--- src/rtl/bwa_pkg.sv ---
package bwa_pkg;
  localparam int unsigned RED_W  = 10;
  localparam int unsigned SPAN   = 'h200;
  localparam int unsigned N_GRP  = SPAN / 4;
  localparam int unsigned GI_W   = $clog2(N_GRP);
  localparam int unsigned DATA_W = 32;

  typedef enum logic [1:0] {
    SZ_BYTE = 2'd0,
    SZ_HALF = 2'd1,
    SZ_WORD = 2'd2,
    SZ_BAD  = 2'd3
  } size_e;

  typedef struct packed {
    logic             err;
    logic [RED_W-1:0] base;
    logic [1:0]       s_lg;
    logic [1:0]       w_lg;
    logic             narrow;
    logic [2:0]       n_ops;
  } plan_t;

  function automatic logic [2*N_GRP-1:0] default_map();
    logic [2*N_GRP-1:0] m;
    m = '0;
    for (int g = 0; g < N_GRP; g++) m[2*g +: 2] = 2'(g % 3);
    return m;
  endfunction

  function automatic logic [DATA_W-1:0] lane_mask(logic [1:0] lg);
    case (lg)
      2'd0:    return DATA_W'(32'h0000_00ff);
      2'd1:    return DATA_W'(32'h0000_ffff);
      default: return '1;
    endcase
  endfunction
endpackage

--- src/rtl/bwa_decode.sv ---
module bwa_decode
  import bwa_pkg::*;
#(
  parameter int unsigned        ADDR_W    = 32,
  parameter logic [2*N_GRP-1:0] WIDTH_MAP = default_map()
) (
  input  logic [ADDR_W-1:0] addr_i,
  input  logic [1:0]        size_i,
  input  logic              we_i,
  output plan_t             plan_o
);
  logic [RED_W-1:0] red;
  logic             out_rng, bad_sz;
  logic [GI_W-1:0]  grp;
  logic [1:0]       code, w_lg, s_lg;
  logic [RED_W-1:0] s_mask;
  logic             unused_hi;

  assign unused_hi = ^addr_i[ADDR_W-1:RED_W];
  assign red     = addr_i[RED_W-1:0];
  assign out_rng = (red >= RED_W'(SPAN));
  assign bad_sz  = (size_i == SZ_BAD);
  assign grp     = red[2 +: GI_W];
  assign code    = WIDTH_MAP[2*grp +: 2];
  assign w_lg    = code[1] ? 2'd2 : code;
  assign s_lg    = bad_sz ? 2'd0 : size_i;
  assign s_mask  = RED_W'(2'b11 >> (2'd2 - s_lg));

  always_comb begin
    plan_o.err    = out_rng | bad_sz;
    plan_o.base   = red & ~s_mask;
    plan_o.s_lg   = s_lg;
    plan_o.w_lg   = w_lg;
    plan_o.narrow = (w_lg > s_lg);
    if (w_lg > s_lg) plan_o.n_ops = we_i ? 3'd2 : 3'd1;
    else             plan_o.n_ops = 3'd1 << (s_lg - w_lg);
  end
endmodule

--- src/rtl/bwa_lane.sv ---
module bwa_lane
  import bwa_pkg::*;
(
  input  logic [1:0]        s_lg_i,
  input  logic [1:0]        w_lg_i,
  input  logic              narrow_i,
  input  logic [1:0]        off_i,
  input  logic [1:0]        step_i,
  input  logic [2:0]        n_ops_i,
  input  logic [DATA_W-1:0] wdata_i,
  input  logic [DATA_W-1:0] hold_i,
  input  logic [DATA_W-1:0] acc_i,
  input  logic [DATA_W-1:0] rdata_i,
  output logic [DATA_W-1:0] op_wdata_o,
  output logic [DATA_W-1:0] acc_next_o,
  output logic [DATA_W-1:0] result_o
);
  logic [DATA_W-1:0] mask_s, mask_w, merged;
  logic [2:0]        w_bytes, s_bytes, lane_byte, k_rev, sp_byte;
  logic [1:0]        off_in_w;
  logic [5:0]        lane_sh, sp_sh, acc_sh;

  assign mask_s    = lane_mask(s_lg_i);
  assign mask_w    = lane_mask(w_lg_i);
  assign w_bytes   = 3'd1 << w_lg_i;
  assign s_bytes   = 3'd1 << s_lg_i;
  assign off_in_w  = off_i & 2'(w_bytes - 3'd1);
  // lane position of the narrow value inside the register, MSB first
  assign lane_byte = w_bytes - s_bytes - {1'b0, off_in_w};
  assign lane_sh   = {lane_byte, 3'b000};
  // split piece k takes the k-th slice from the top
  assign k_rev     = n_ops_i - 3'd1 - {1'b0, step_i};
  assign sp_byte   = k_rev << w_lg_i;
  assign sp_sh     = {sp_byte, 3'b000};
  assign acc_sh    = 6'd8 << w_lg_i;

  assign merged     = (hold_i & ~(mask_s << lane_sh)) | ((wdata_i & mask_s) << lane_sh);
  assign op_wdata_o = narrow_i ? merged : ((wdata_i >> sp_sh) & mask_w);
  assign acc_next_o = (acc_i << acc_sh) | (rdata_i & mask_w);
  assign result_o   = narrow_i ? ((rdata_i >> lane_sh) & mask_s) : acc_next_o;
endmodule

--- src/rtl/bwa_seq.sv ---
module bwa_seq
  import bwa_pkg::*;
(
  input  logic              clk_i,
  input  logic              rst_ni,
  input  logic              req_i,
  input  logic              we_i,
  input  logic [DATA_W-1:0] wdata_i,
  input  plan_t             plan_i,
  input  logic [DATA_W-1:0] op_wdata_i,
  input  logic [DATA_W-1:0] acc_next_i,
  input  logic [DATA_W-1:0] result_i,
  input  logic [DATA_W-1:0] reg_rdata_i,
  output logic              busy_o,
  output logic              ack_o,
  output logic              err_o,
  output logic [DATA_W-1:0] rdata_o,
  output logic              reg_req_o,
  output logic              reg_we_o,
  output logic [RED_W-1:0]  reg_addr_o,
  output logic [1:0]        reg_size_o,
  output logic [DATA_W-1:0] reg_wdata_o,
  output logic [1:0]        s_lg_o,
  output logic [1:0]        w_lg_o,
  output logic              narrow_o,
  output logic [1:0]        off_o,
  output logic [1:0]        step_o,
  output logic [2:0]        n_ops_o,
  output logic [DATA_W-1:0] wdata_o,
  output logic [DATA_W-1:0] hold_o,
  output logic [DATA_W-1:0] acc_o
);
  typedef enum logic {ST_IDLE, ST_RUN} st_e;

  st_e               st_q;
  logic              we_q, narrow_q;
  logic [RED_W-1:0]  base_q;
  logic [1:0]        s_lg_q, w_lg_q, step_q;
  logic [2:0]        n_q;
  logic [DATA_W-1:0] wdata_q, hold_q, acc_q;
  logic              last;
  logic [RED_W-1:0]  w_mask;

  assign last   = ({1'b0, step_q} == (n_q - 3'd1));
  assign w_mask = RED_W'(2'b11 >> (2'd2 - w_lg_q));

  assign busy_o      = (st_q == ST_RUN);
  assign reg_req_o   = (st_q == ST_RUN);
  assign reg_we_o    = we_q & (~narrow_q | (step_q == 2'd1));
  assign reg_size_o  = w_lg_q;
  assign reg_wdata_o = op_wdata_i;
  assign reg_addr_o  = narrow_q ? (base_q & ~w_mask)
                                : (base_q + (RED_W'(step_q) << w_lg_q));

  assign s_lg_o   = s_lg_q;
  assign w_lg_o   = w_lg_q;
  assign narrow_o = narrow_q;
  assign off_o    = base_q[1:0];
  assign step_o   = step_q;
  assign n_ops_o  = n_q;
  assign wdata_o  = wdata_q;
  assign hold_o   = hold_q;
  assign acc_o    = acc_q;

  always_ff @(posedge clk_i or negedge rst_ni) begin
    if (!rst_ni) begin
      st_q     <= ST_IDLE;
      we_q     <= 1'b0;
      narrow_q <= 1'b0;
      base_q   <= '0;
      s_lg_q   <= '0;
      w_lg_q   <= '0;
      step_q   <= '0;
      n_q      <= 3'd1;
      wdata_q  <= '0;
      hold_q   <= '0;
      acc_q    <= '0;
      ack_o    <= 1'b0;
      err_o    <= 1'b0;
      rdata_o  <= '0;
    end else begin
      ack_o <= 1'b0;
      err_o <= 1'b0;
      case (st_q)
        ST_IDLE: begin
          if (req_i) begin
            if (plan_i.err) begin
              err_o <= 1'b1;
            end else begin
              st_q     <= ST_RUN;
              we_q     <= we_i;
              narrow_q <= plan_i.narrow;
              base_q   <= plan_i.base;
              s_lg_q   <= plan_i.s_lg;
              w_lg_q   <= plan_i.w_lg;
              n_q      <= plan_i.n_ops;
              wdata_q  <= wdata_i;
              step_q   <= '0;
              acc_q    <= '0;
            end
          end
        end
        ST_RUN: begin
          if (narrow_q && step_q == 2'd0) hold_q <= reg_rdata_i;
          acc_q  <= acc_next_i;
          step_q <= step_q + 2'd1;
          if (last) begin
            st_q    <= ST_IDLE;
            ack_o   <= 1'b1;
            rdata_o <= we_q ? '0 : result_i;
          end
        end
        default: st_q <= ST_IDLE;
      endcase
    end
  end
endmodule

--- src/rtl/bus_width_adapter.sv ---
module bus_width_adapter
  import bwa_pkg::*;
#(
  parameter int unsigned        ADDR_W    = 32,
  parameter logic [2*N_GRP-1:0] WIDTH_MAP = default_map()
) (
  input  logic              clk_i,
  input  logic              rst_ni,
  input  logic              req_i,
  input  logic              we_i,
  input  logic [ADDR_W-1:0] addr_i,
  input  logic [1:0]        size_i,
  input  logic [31:0]       wdata_i,
  output logic              busy_o,
  output logic              ack_o,
  output logic              err_o,
  output logic [31:0]       rdata_o,
  output logic              reg_req_o,
  output logic              reg_we_o,
  output logic [9:0]        reg_addr_o,
  output logic [1:0]        reg_size_o,
  output logic [31:0]       reg_wdata_o,
  input  logic [31:0]       reg_rdata_i
);
  plan_t             plan;
  logic [1:0]        s_lg, w_lg, off, step;
  logic              narrow;
  logic [2:0]        n_ops;
  logic [DATA_W-1:0] c_wdata, hold, acc, acc_next, op_wdata, result;

  bwa_decode #(.ADDR_W(ADDR_W), .WIDTH_MAP(WIDTH_MAP)) u_decode (
    .addr_i (addr_i),
    .size_i (size_i),
    .we_i   (we_i),
    .plan_o (plan)
  );

  bwa_seq u_seq (
    .clk_i       (clk_i),
    .rst_ni      (rst_ni),
    .req_i       (req_i),
    .we_i        (we_i),
    .wdata_i     (wdata_i),
    .plan_i      (plan),
    .op_wdata_i  (op_wdata),
    .acc_next_i  (acc_next),
    .result_i    (result),
    .reg_rdata_i (reg_rdata_i),
    .busy_o      (busy_o),
    .ack_o       (ack_o),
    .err_o       (err_o),
    .rdata_o     (rdata_o),
    .reg_req_o   (reg_req_o),
    .reg_we_o    (reg_we_o),
    .reg_addr_o  (reg_addr_o),
    .reg_size_o  (reg_size_o),
    .reg_wdata_o (reg_wdata_o),
    .s_lg_o      (s_lg),
    .w_lg_o      (w_lg),
    .narrow_o    (narrow),
    .off_o       (off),
    .step_o      (step),
    .n_ops_o     (n_ops),
    .wdata_o     (c_wdata),
    .hold_o      (hold),
    .acc_o       (acc)
  );

  bwa_lane u_lane (
    .s_lg_i     (s_lg),
    .w_lg_i     (w_lg),
    .narrow_i   (narrow),
    .off_i      (off),
    .step_i     (step),
    .n_ops_i    (n_ops),
    .wdata_i    (c_wdata),
    .hold_i     (hold),
    .acc_i      (acc),
    .rdata_i    (reg_rdata_i),
    .op_wdata_o (op_wdata),
    .acc_next_o (acc_next),
    .result_o   (result)
  );
endmodule

--- config.mk ---
export PLATFORM = sky130hd
export DESIGN_NAME = bus_width_adapter
export DESIGN_NICKNAME = d
export VERILOG_FILES = /design/src/rtl/bwa_pkg.sv /design/src/rtl/bwa_decode.sv /design/src/rtl/bwa_lane.sv /design/src/rtl/bwa_seq.sv /design/src/rtl/bus_width_adapter.sv
export SDC_FILE = /design/constraint.sdc
export NUM_CORES = 1
export LEC_CHECK = 0
export BUFFER_PORTS_ARGS = -buffer_cell sky130_fd_sc_hd__buf_4
export CAP_MARGIN = 15
export CORE_MARGIN = 2
export CORE_UTILIZATION = 61
export DETAILED_ROUTE_END_ITERATION = 8
export PLACE_DENSITY_LB_ADDON = 0.05
export REMOVE_ABC_BUFFERS = 1
export SLEW_MARGIN = 25
export SYNTH_ARGS = -nofsm -noshare
export SYNTH_HDL_FRONTEND = slang
export SYNTH_SLANG_ARGS = --single-unit
--- constraint.sdc ---
create_clock -name clk_i -period 7.3 [get_ports clk_i]
set_input_delay 1.46 -clock clk_i [delete_from_list [all_inputs] [get_ports clk_i]]
set_output_delay 1.46 -clock clk_i [all_outputs]
set_load 0.005 [all_outputs]
### Word-level counts from Yosys, hierarchy flattened

Cells that the tools add are included.

* add/sub/neg operators: 10
* $lt $le $gt $ge: 2
* equality and inequality tests: 7
* shifts and indexed selects: 14
* mux-type cells: 25
* bitwise logic cells: 19
* reduce and logical (&&, ||, !) cells: 8

Operator list (number)
* 256-bit by 9-bit indexed part select with 2-bit output, first input constant: 1
* 32-bit case mux with 2 select lines: 3
* 32-bit AND: 5
* 32-bit 2-to-1 mux: 5
* 32-bit by 6-bit left shift with 32-bit output: 3
* 32-bit bitwise OR: 2
* 32-bit by 6-bit right shift with 32-bit output: 2
* 32-bit NOT: 1
* 10-bit AND: 2
* 10-bit NOT: 2
* 2-bit by 2-bit right shift with 10-bit output, first input constant: 2
* 10-bit adder: 1
* 10-bit >= comparator, second input constant: 1
* 10-bit 2-to-1 mux: 1
* 2-bit 2-to-1 mux: 5
* 2-bit by 2-bit left shift with 10-bit output: 1
* 1-bit by 2-bit left shift with 3-bit output, first input constant: 3
* 1-bit 2-to-1 mux: 8
* 2-bit by 1-bit == test with 1-bit output, second input constant: 3
* 2-bit zero test: 3
* 2-bit AND reduction: 3
* 4-bit by 2-bit left shift with 6-bit output, first input constant: 1
* 3-bit by 2-bit subtractor with 3-bit output: 2
* 2-bit != test, second input constant: 2
* other kinds (19): 23

* register bits after elaboration: 152
* input bits: 102
* output and inout bits: 81
* logic and storage cells: 99

### Depth between registers and ports, before layout

Gate-level depths: netlist of the first run.

* depth after elaboration: 9
* mapped depth: 18
* mapped depth without buffers: 14

### Cells and area by module

A second synthesis of the first run with hierarchy kept.

* cells, all modules: 1059
* area, all modules: 10352.4 um^2

Modules (own cells, without submodules)
* bwa_seq: times used 1, cells each 516, area an instance 6598.8 um^2, seq. area each 3804.9 um^2
* bwa_lane: times used 1, cells each 454, area an instance 3065.4 um^2, seq. area each 0.0 um^2
* bwa_decode: times used 1, cells each 89, area an instance 688.2 um^2, seq. area each 0.0 um^2

### Least setup slack after synthesis of the first run

Ideal clock, no wire load.

* path type: register to output
* start: register u_seq.w_lg_q[1] (netlist: u_seq.reg_size_o[1])
* end: output port reg_wdata_o[0]
* data arrival time: 4.012 ns
* data required time: 5.840 ns
* setup slack: 1.828 ns
* cell stages (with the launch flop): 15
* buffers on the path: 4
* cell sequence: dfrtp_1 -> buf_2 -> clkbuf_1 -> inv_1 -> ha_1 -> inv_1 -> clkbuf_1 -> ha_1 -> nor2b_1 -> ha_1 -> fa_1 -> clkbuf_1 -> clkinv_1 -> nor3_2 -> a221o_1

* longest elaborated chain between the ends: 9
* elaborated cells between the ends (all ways): 14
* those cells by class: add/sub (3); shift (5); mux (1); bitwise (5)

RTL lines
* from (decl): line bwa_seq.sv:38 `logic [1:0] s_lg_q, w_lg_q, step_q;`
* from (signal assigned): line bwa_seq.sv:95 `w_lg_q <= plan_i.w_lg;`
* 1-bit by 2-bit left shift with 3-bit output: line bwa_lane.sv:25 `assign w_bytes = 3'd1 << w_lg_i;`
* 2-bit by 1-bit subtractor with 2-bit output: line bwa_lane.sv:27 `assign off_in_w = off_i & 2'(w_bytes - 3'd1);`
* 2-bit AND: line bwa_lane.sv:27
* 3-bit by 2-bit subtractor with 3-bit output: line bwa_lane.sv:29 `assign lane_byte = w_bytes - s_bytes - {1'b0, off_in_w};`
* 32-bit by 6-bit left shift with 32-bit output: line bwa_lane.sv:37 `assign merged = (hold_i & ~(mask_s << lane_sh)) | ((wdata_i & mask_s) << lane_sh);`
* 32-bit NOT: line bwa_lane.sv:37
* 32-bit AND: line bwa_lane.sv:37
* 32-bit bitwise OR: line bwa_lane.sv:37
* 32-bit 2-to-1 mux (*): line bwa_lane.sv:38 `assign op_wdata_o = narrow_i ? merged : ((wdata_i >> sp_sh) & mask_w);`
* to (decl): line bus_width_adapter.sv:22 `output logic [31:0] reg_wdata_o,`

Mark *: on every way between the ends. The rest lies on a longest branch, timed or not.

### Worst setup path after layout of the first run

* start: register u_seq.w_lg_q[1] (netlist: u_seq.reg_size_o[1])
* end: output port reg_wdata_o[2]

The elaborated chain is that of the path after synthesis.

==> metrics.txt, run 1 <==
crit-path max cell delay 860 ps; Hold WC Path Type register to register; Final TNS setup 0 ps; P&R area growth vs syn 19.4%; Synth Area in XOR/XNOR 0.0139; worst reg2reg path endpoint u_seq.rdata_o[24]$_DFFE_PN0P_; synth unique cells 65; Initial Util 0.617; Least-Margin Pin Slew 963 ps; first-pass GRT wire length 46200 um; initial detailed-routing violation count 1301; Commonest cells post-synth nand2_1 (223), dfrtp_1 (151), a21oi_1 (84); async set-reset flop share out of synthesis 1.00; reg2reg path depth 15; DP Worst Slack 1710 ps; Final nets 1343; cells along the critical path inv_1 -> ha_1 -> buf_4 -> inv_1 -> ha_1 -> nor2b_1 -> ha_1 -> fa_1 -> clkinv_1 -> nor3_2 -> a221o_1 -> buf_4; most frequent cell after synthesis nand2_1; dpl cell area 0.0110 mm^2; Min-Delay Endpoint u_seq.n_ops_o[2]$_DFFE_PN0P_; diodes inserted 0; DRT Wirelength 29600 um; Seq/Total Area, Yosys 0.393; die area 0.0169 mm^2; worst rel slew slack 0.355; Adder-Cell Fraction of Synth Area 0.0400; Clock Latency Late Sink 440 ps; CP Capture Type output pin; Die Wd 130 um; cell area after layout 0.0116 mm^2; Post-Syn Area per Cell 8.92 um^2; top_reg_cell synth dfrtp_1; simple-gate area share of the yosys netlist 0.156; Die Height 130 um; CP Class register to output pin; RSZ-0062 raised after global routing no; endpoints failing hold 0; Detailed Place HPWL 20200 um; total CTS buffers 17; Clock Tree Buf Depth 2; Yosys reg bits 152; status finished clean; Placeable Area 0.0157 mm^2; io pins 183; Synth Area in Compound Gates 0.238; max cap viols 0; Tot GR Track Use 0.356; RePlAce Congestion 0.949; Worst setup SP type register; TritonRoute pass-1 iters 7; FMAX 162 MHz; mux cell area share after synthesis 0.118; Final setup viols 0; site row count 46; Crit path arrival time 4720 ps; clock root buffer clkbuf_16; Post-CTS Resized 0; # Post-CTS Setup Buffers 0; routed len/inst 20.5 um; vias in the first global route 8704; top post-synthesis cells by area dfrtp_1 (39%), nand2_1 (8.6%), mux2_2 (6.4%); Cell Area, Synth 0.00969 mm^2; largest net degree at the start of global routing 84; initial antenna violation count 0; PortBufs 160; required time of the critical path 5840 ps; count of final max-slew check failures 0; GRT overflow 0; share of post-route cells with drive strength above 1 0.233; CTS sink count 152; delay-heaviest family, CP adder cells; Clock H-tree levels 4; critical-path cell with the highest stage delay fa_1; vias after detailed routing 9249; CTS hold repair buffers 0; final setup margin 1120 ps; CP most frequent cell ha_1; crit share post-route 0.847; Ys Warns 0; DRC viols 0; HP Start u_seq.n_ops_o[2]$_DFFE_PN0P_; WP buf/inv 5; post-synth top area cell dfrtp_1; Setup Skew 10.4 ps; Worst Hold Depth 2; Post-Syn Instances 1086; Reg2Reg Setup Slack 2920 ps; post-route ant nets 0; Vias/cell 6.42; Worst-path clk slew 60 ps; crit path time final 6180 ps; crit-path max FO 22; EDFF count, synth 0; largest family of logic cells by synthesized area compound AO/OA/AOI/OAI gates; r2r startpoint u_seq.reg_size_o[1]$_DFFE_PN0P_; top cell type's share of synthesized area 0.390; CTS tree yes
[state kept, by name, summed over array words and instances, names as in the netlist]
| register | flops |
|---|---|
| u_seq.s_lg_o | 2 |
| u_seq.reg_size_o | 2 |
| u_seq.busy_o | 1 |
| u_seq.step_o | 2 |
| u_seq.narrow_o | 1 |
| u_seq.wdata_o | 32 |
| u_seq.base_q | 10 |
| u_seq.hold_o | 32 |
| u_seq.acc_o | 32 |
| u_seq.rdata_o | 32 |
| u_seq.ack_o | 1 |
| u_seq.n_ops_o | 3 |
| u_seq.err_o | 1 |
| u_seq.we_q | 1 |
[kinds of logic after synthesis]
kind of cell,count (synthesis)
AND/OR/NAND/NOR,356
AO/OA/AOI/OAI,334
flip-flops,152
multiplexers,107
buffers and inverters,96
adder cells (fa/ha/maj),28
XOR/XNOR,13
[area by class of cell]
class	count	area, um^2
tap	216	270
inverter	24	90.1
clock inverter	10	72.6
timing repair buffer	180	1360
sequential	152	3800
fill	1198	4140
multi-input combinational	838	5520
clock buffer	21	460
[worst max-delay path by stage]
stage                                                from               to  slack, ps  cells after the start
final                     u_seq.reg_size_o[1]$_DFFE_PN0P_   reg_wdata_o[2]       1120                     12
after global routing      u_seq.reg_size_o[1]$_DFFE_PN0P_   reg_wdata_o[2]        860                     12
after floorplan           u_seq.reg_size_o[1]$_DFFE_PN0P_  reg_wdata_o[16]        820                      8
after global placement    u_seq.reg_size_o[1]$_DFFE_PN0P_   reg_wdata_o[2]       1800                     12
after CTS                 u_seq.reg_size_o[1]$_DFFE_PN0P_   reg_wdata_o[2]       1230                     12
after detailed placement  u_seq.reg_size_o[1]$_DFFE_PN0P_   reg_wdata_o[2]       1710                     12
[metal layers]
layer  share of wire  routed length, um  vias to the layer above  track usage
li1                -                  -                     4191            -
met1            0.40              11900                     4436        0.479
met2            0.47              14000                      536        0.570
met3           0.090               2660                       86       0.0713
met4           0.033                968                        0        0.142
met5               0                  0                        -            0
[through the flow]
step                std cells  hold slack (ps)  utilization
floorplan                1014              458            -
global placement         1410              475        0.703
detailed placement       1410              479        0.703
CTS                      1441              492        0.737
global route             1441              515        0.737
finish                   1441              488        0.737
[cells in the final DEF, fill, tap and decap left out, types with 8 or more instances in the layout]
cell and n:
a221o_1 25, a22oi_1 24, ha_1 23, a21o_1 12
mux2_2 55, dfrtp_1 151, o2bb2ai_1 9, o21ai_1 11
a222oi_1 8, buf_4 179, a22o_1 50, inv_1 21
clkbuf_16 17, o221ai_1 9, a211oi_1 11, nand2_1 223
mux2i_1 49, nor2b_1 12, nor2_1 77, o21ai_0 66
a21oi_1 83
[tightest hold or removal path: cells and delay by family (launching register included)]
family / cells / cell delay (ps)
and+or+nand+nor: 2 / 100
DFF: 1 / 360
Power of run 1 is not shown: default switching activity piles up to over one toggle a cycle in this logic, so the estimate is an artifact.
==> run 2: changes to the inputs <==
--- a/config.mk
+++ b/config.mk
@@ -8,7 +8,7 @@
 export BUFFER_PORTS_ARGS = -buffer_cell sky130_fd_sc_hd__buf_4
 export CAP_MARGIN = 15
 export CORE_MARGIN = 2
-export CORE_UTILIZATION = 61
+export CORE_UTILIZATION = 57
 export DETAILED_ROUTE_END_ITERATION = 8
 export PLACE_DENSITY_LB_ADDON = 0.05
 export REMOVE_ABC_BUFFERS = 1
==> constraint.sdc (replaced) <==
create_clock -name clk_i -period 6.18 [get_ports clk_i]
set_input_delay 1.236 -clock clk_i [delete_from_list [all_inputs] [get_ports clk_i]]
set_output_delay 1.236 -clock clk_i [all_outputs]
set_load 0.005 [all_outputs]
==> run 2 against run 1 <==
Compared with the run above: routed wire length up 1.2%; count of clock-buffer cells in the layout down 3; first-iteration DRC count decreased by 31%; core utilization decreased by 3.6 points; sequential share of layout area shrank 0.13 points; highest routed layer unchanged; critical path type unchanged; largest cell class unchanged; flip-flop and latch count unchanged; critical endpoint is now reg_wdata_o[15].
==> metrics.txt, run 2 (synthesis results as in run 1) <==
dpl cell area 0.0110 mm^2 (about the same); Final TNS setup 0 ps (unchanged); HP Start u_seq.rdata_o[26]$_DFFE_PN0P_; initial antenna violation count 0 (unchanged); total CTS buffers 17 (unchanged); CTS tree yes; DRC viols 0 (unchanged); worst reg2reg path endpoint u_seq.rdata_o[28]$_DFFE_PN0P_; largest net degree at the start of global routing 110 (+31%); final setup margin 352 ps (-768 ps); post-route ant nets 0 (unchanged); # Post-CTS Setup Buffers 0 (unchanged); Die Height 134 um (+3.3%); Clock H-tree levels 4 (unchanged); first-pass GRT wire length 47300 um (+2.3%); CTS hold repair buffers 0 (unchanged); Crit path arrival time 4590 ps (-130 ps); status finished clean; FMAX 172 MHz; Setup Skew 7.96 ps (-2.40 ps); commonest non-fill, non-tap cell in the layout nand2_1; Post-CTS Resized 0 (unchanged); crit share post-route 0.943; P&R area growth vs syn 19.9%; site row count 47 (+2.2%); worst rel slew slack 0.357 (+0.00206); Clock Tree Buf Depth 2 (unchanged); diodes inserted 0 (unchanged); CP Capture Type output pin; Worst Hold Depth 2 (unchanged); Min-Delay Endpoint u_seq.rdata_o[26]$_DFFE_PN0P_; Placeable Area 0.0166 mm^2 (+5.5%); crit-path max FO 25 (+14%); share of post-route cells with drive strength above 1 0.234 (+0.00125); count of final max-slew check failures 0 (unchanged); RePlAce Congestion 0.928 (-2.2%); RSZ-0062 raised after global routing no; vias after detailed routing 9261 (+0.13%); Worst setup SP type register; Reg2Reg Setup Slack 2120 ps (-800 ps); Detailed Place HPWL 20500 um (+1.4%); CTS sink count 152 (unchanged); initial detailed-routing violation count 895 (-31%); Least-Margin Pin Slew 962 ps (-0.573 ps); Final setup viols 0 (unchanged); Clock Latency Late Sink 440 ps (about the same); GRT overflow 0 (unchanged); Hold WC Path Type register to register; reg2reg path depth 11 (-4); endpoints failing hold 0 (unchanged); DP Worst Slack 963 ps (-751 ps); fillers 1371 (+14%); Worst-path clk slew 70 ps (about the same); Die Wd 134 um (+3.3%); CP Class register to output pin; DRT Wirelength 29900 um (+1.2%); r2r startpoint u_seq.reg_size_o[0]$_DFFE_PN0P_; die area 0.0181 mm^2 (+6.8%); clock root buffer clkbuf_16; most frequent cells in the layout nand2_1 (223), buf_4 (180), dfrtp_1 (151); cell area after layout 0.0116 mm^2 (+0.41%); Vias/cell 6.40 (-0.29%); Tot GR Track Use 0.336 (-0.0203); TritonRoute pass-1 iters 7 (unchanged); PortBufs 160 (unchanged); routed len/inst 20.7 um (+0.77%); crit path time final 5830 ps; required time of the critical path 4940 ps (-900 ps); vias in the first global route 8872 (+1.9%); max cap viols 0 (unchanged); io pins 183 (unchanged); Final nets 1344 (+0.074%); Initial Util 0.584 (-0.0324)
-- run 2: layer usage --
metal	routed length, um	GRT usage	share of wire
met3	2630	0.0608	0.088
met5	0	0	0
met1	12300	0.453	0.41
met2	13800	0.533	0.46
met4	1160	0.147	0.039
-- run 2: per-stage QoR --
stage,hold slack (ps),instances,utilization
after global routing,522,1447,0.701
after detailed placement,491,1415,0.666
after global placement,483,1415,0.666
after CTS,509,1447,0.701
after floorplan,458,1014,-
final,508,1447,0.701
-- run 2: final cells by class --
class,count,area (um^2),area share
clock buffer,18,429,0.0369
inverter,24,90.1,0.00775
clock inverter,14,141,0.0122
tap,220,275,0.0237
timing repair buffer,181,1370,0.117
multi-input combinational,838,5520,0.475
sequential,152,3800,0.327
-- run 2: how the worst max path moves through the flow --
stage	endpoint	start	slack, ps
global route	reg_wdata_o[15]	u_seq.reg_size_o[0]$_DFFE_PN0P_	160
floorplan	reg_wdata_o[16]	u_seq.reg_size_o[1]$_DFFE_PN0P_	-80
global placement	reg_wdata_o[26]	u_seq.reg_size_o[0]$_DFFE_PN0P_	1020
CTS	reg_wdata_o[15]	u_seq.reg_size_o[0]$_DFFE_PN0P_	450
detailed placement	reg_wdata_o[15]	u_seq.reg_size_o[0]$_DFFE_PN0P_	960
finish	reg_wdata_o[15]	u_seq.reg_size_o[0]$_DFFE_PN0P_	350
-- run 2: worst max-delay path: stages (launching register included) --
cell and delay, ps:
dfrtp_1 530, inv_1 170, ha_1 180, buf_4 280, nor2b_1 110, fa_2 930
buf_4 430, nor2_1 80, o21ai_0 180, o21ai_0 140, a21oi_1 670, a221o_1 310
buf_4 120
Power of run 2 is left out for the same reason.
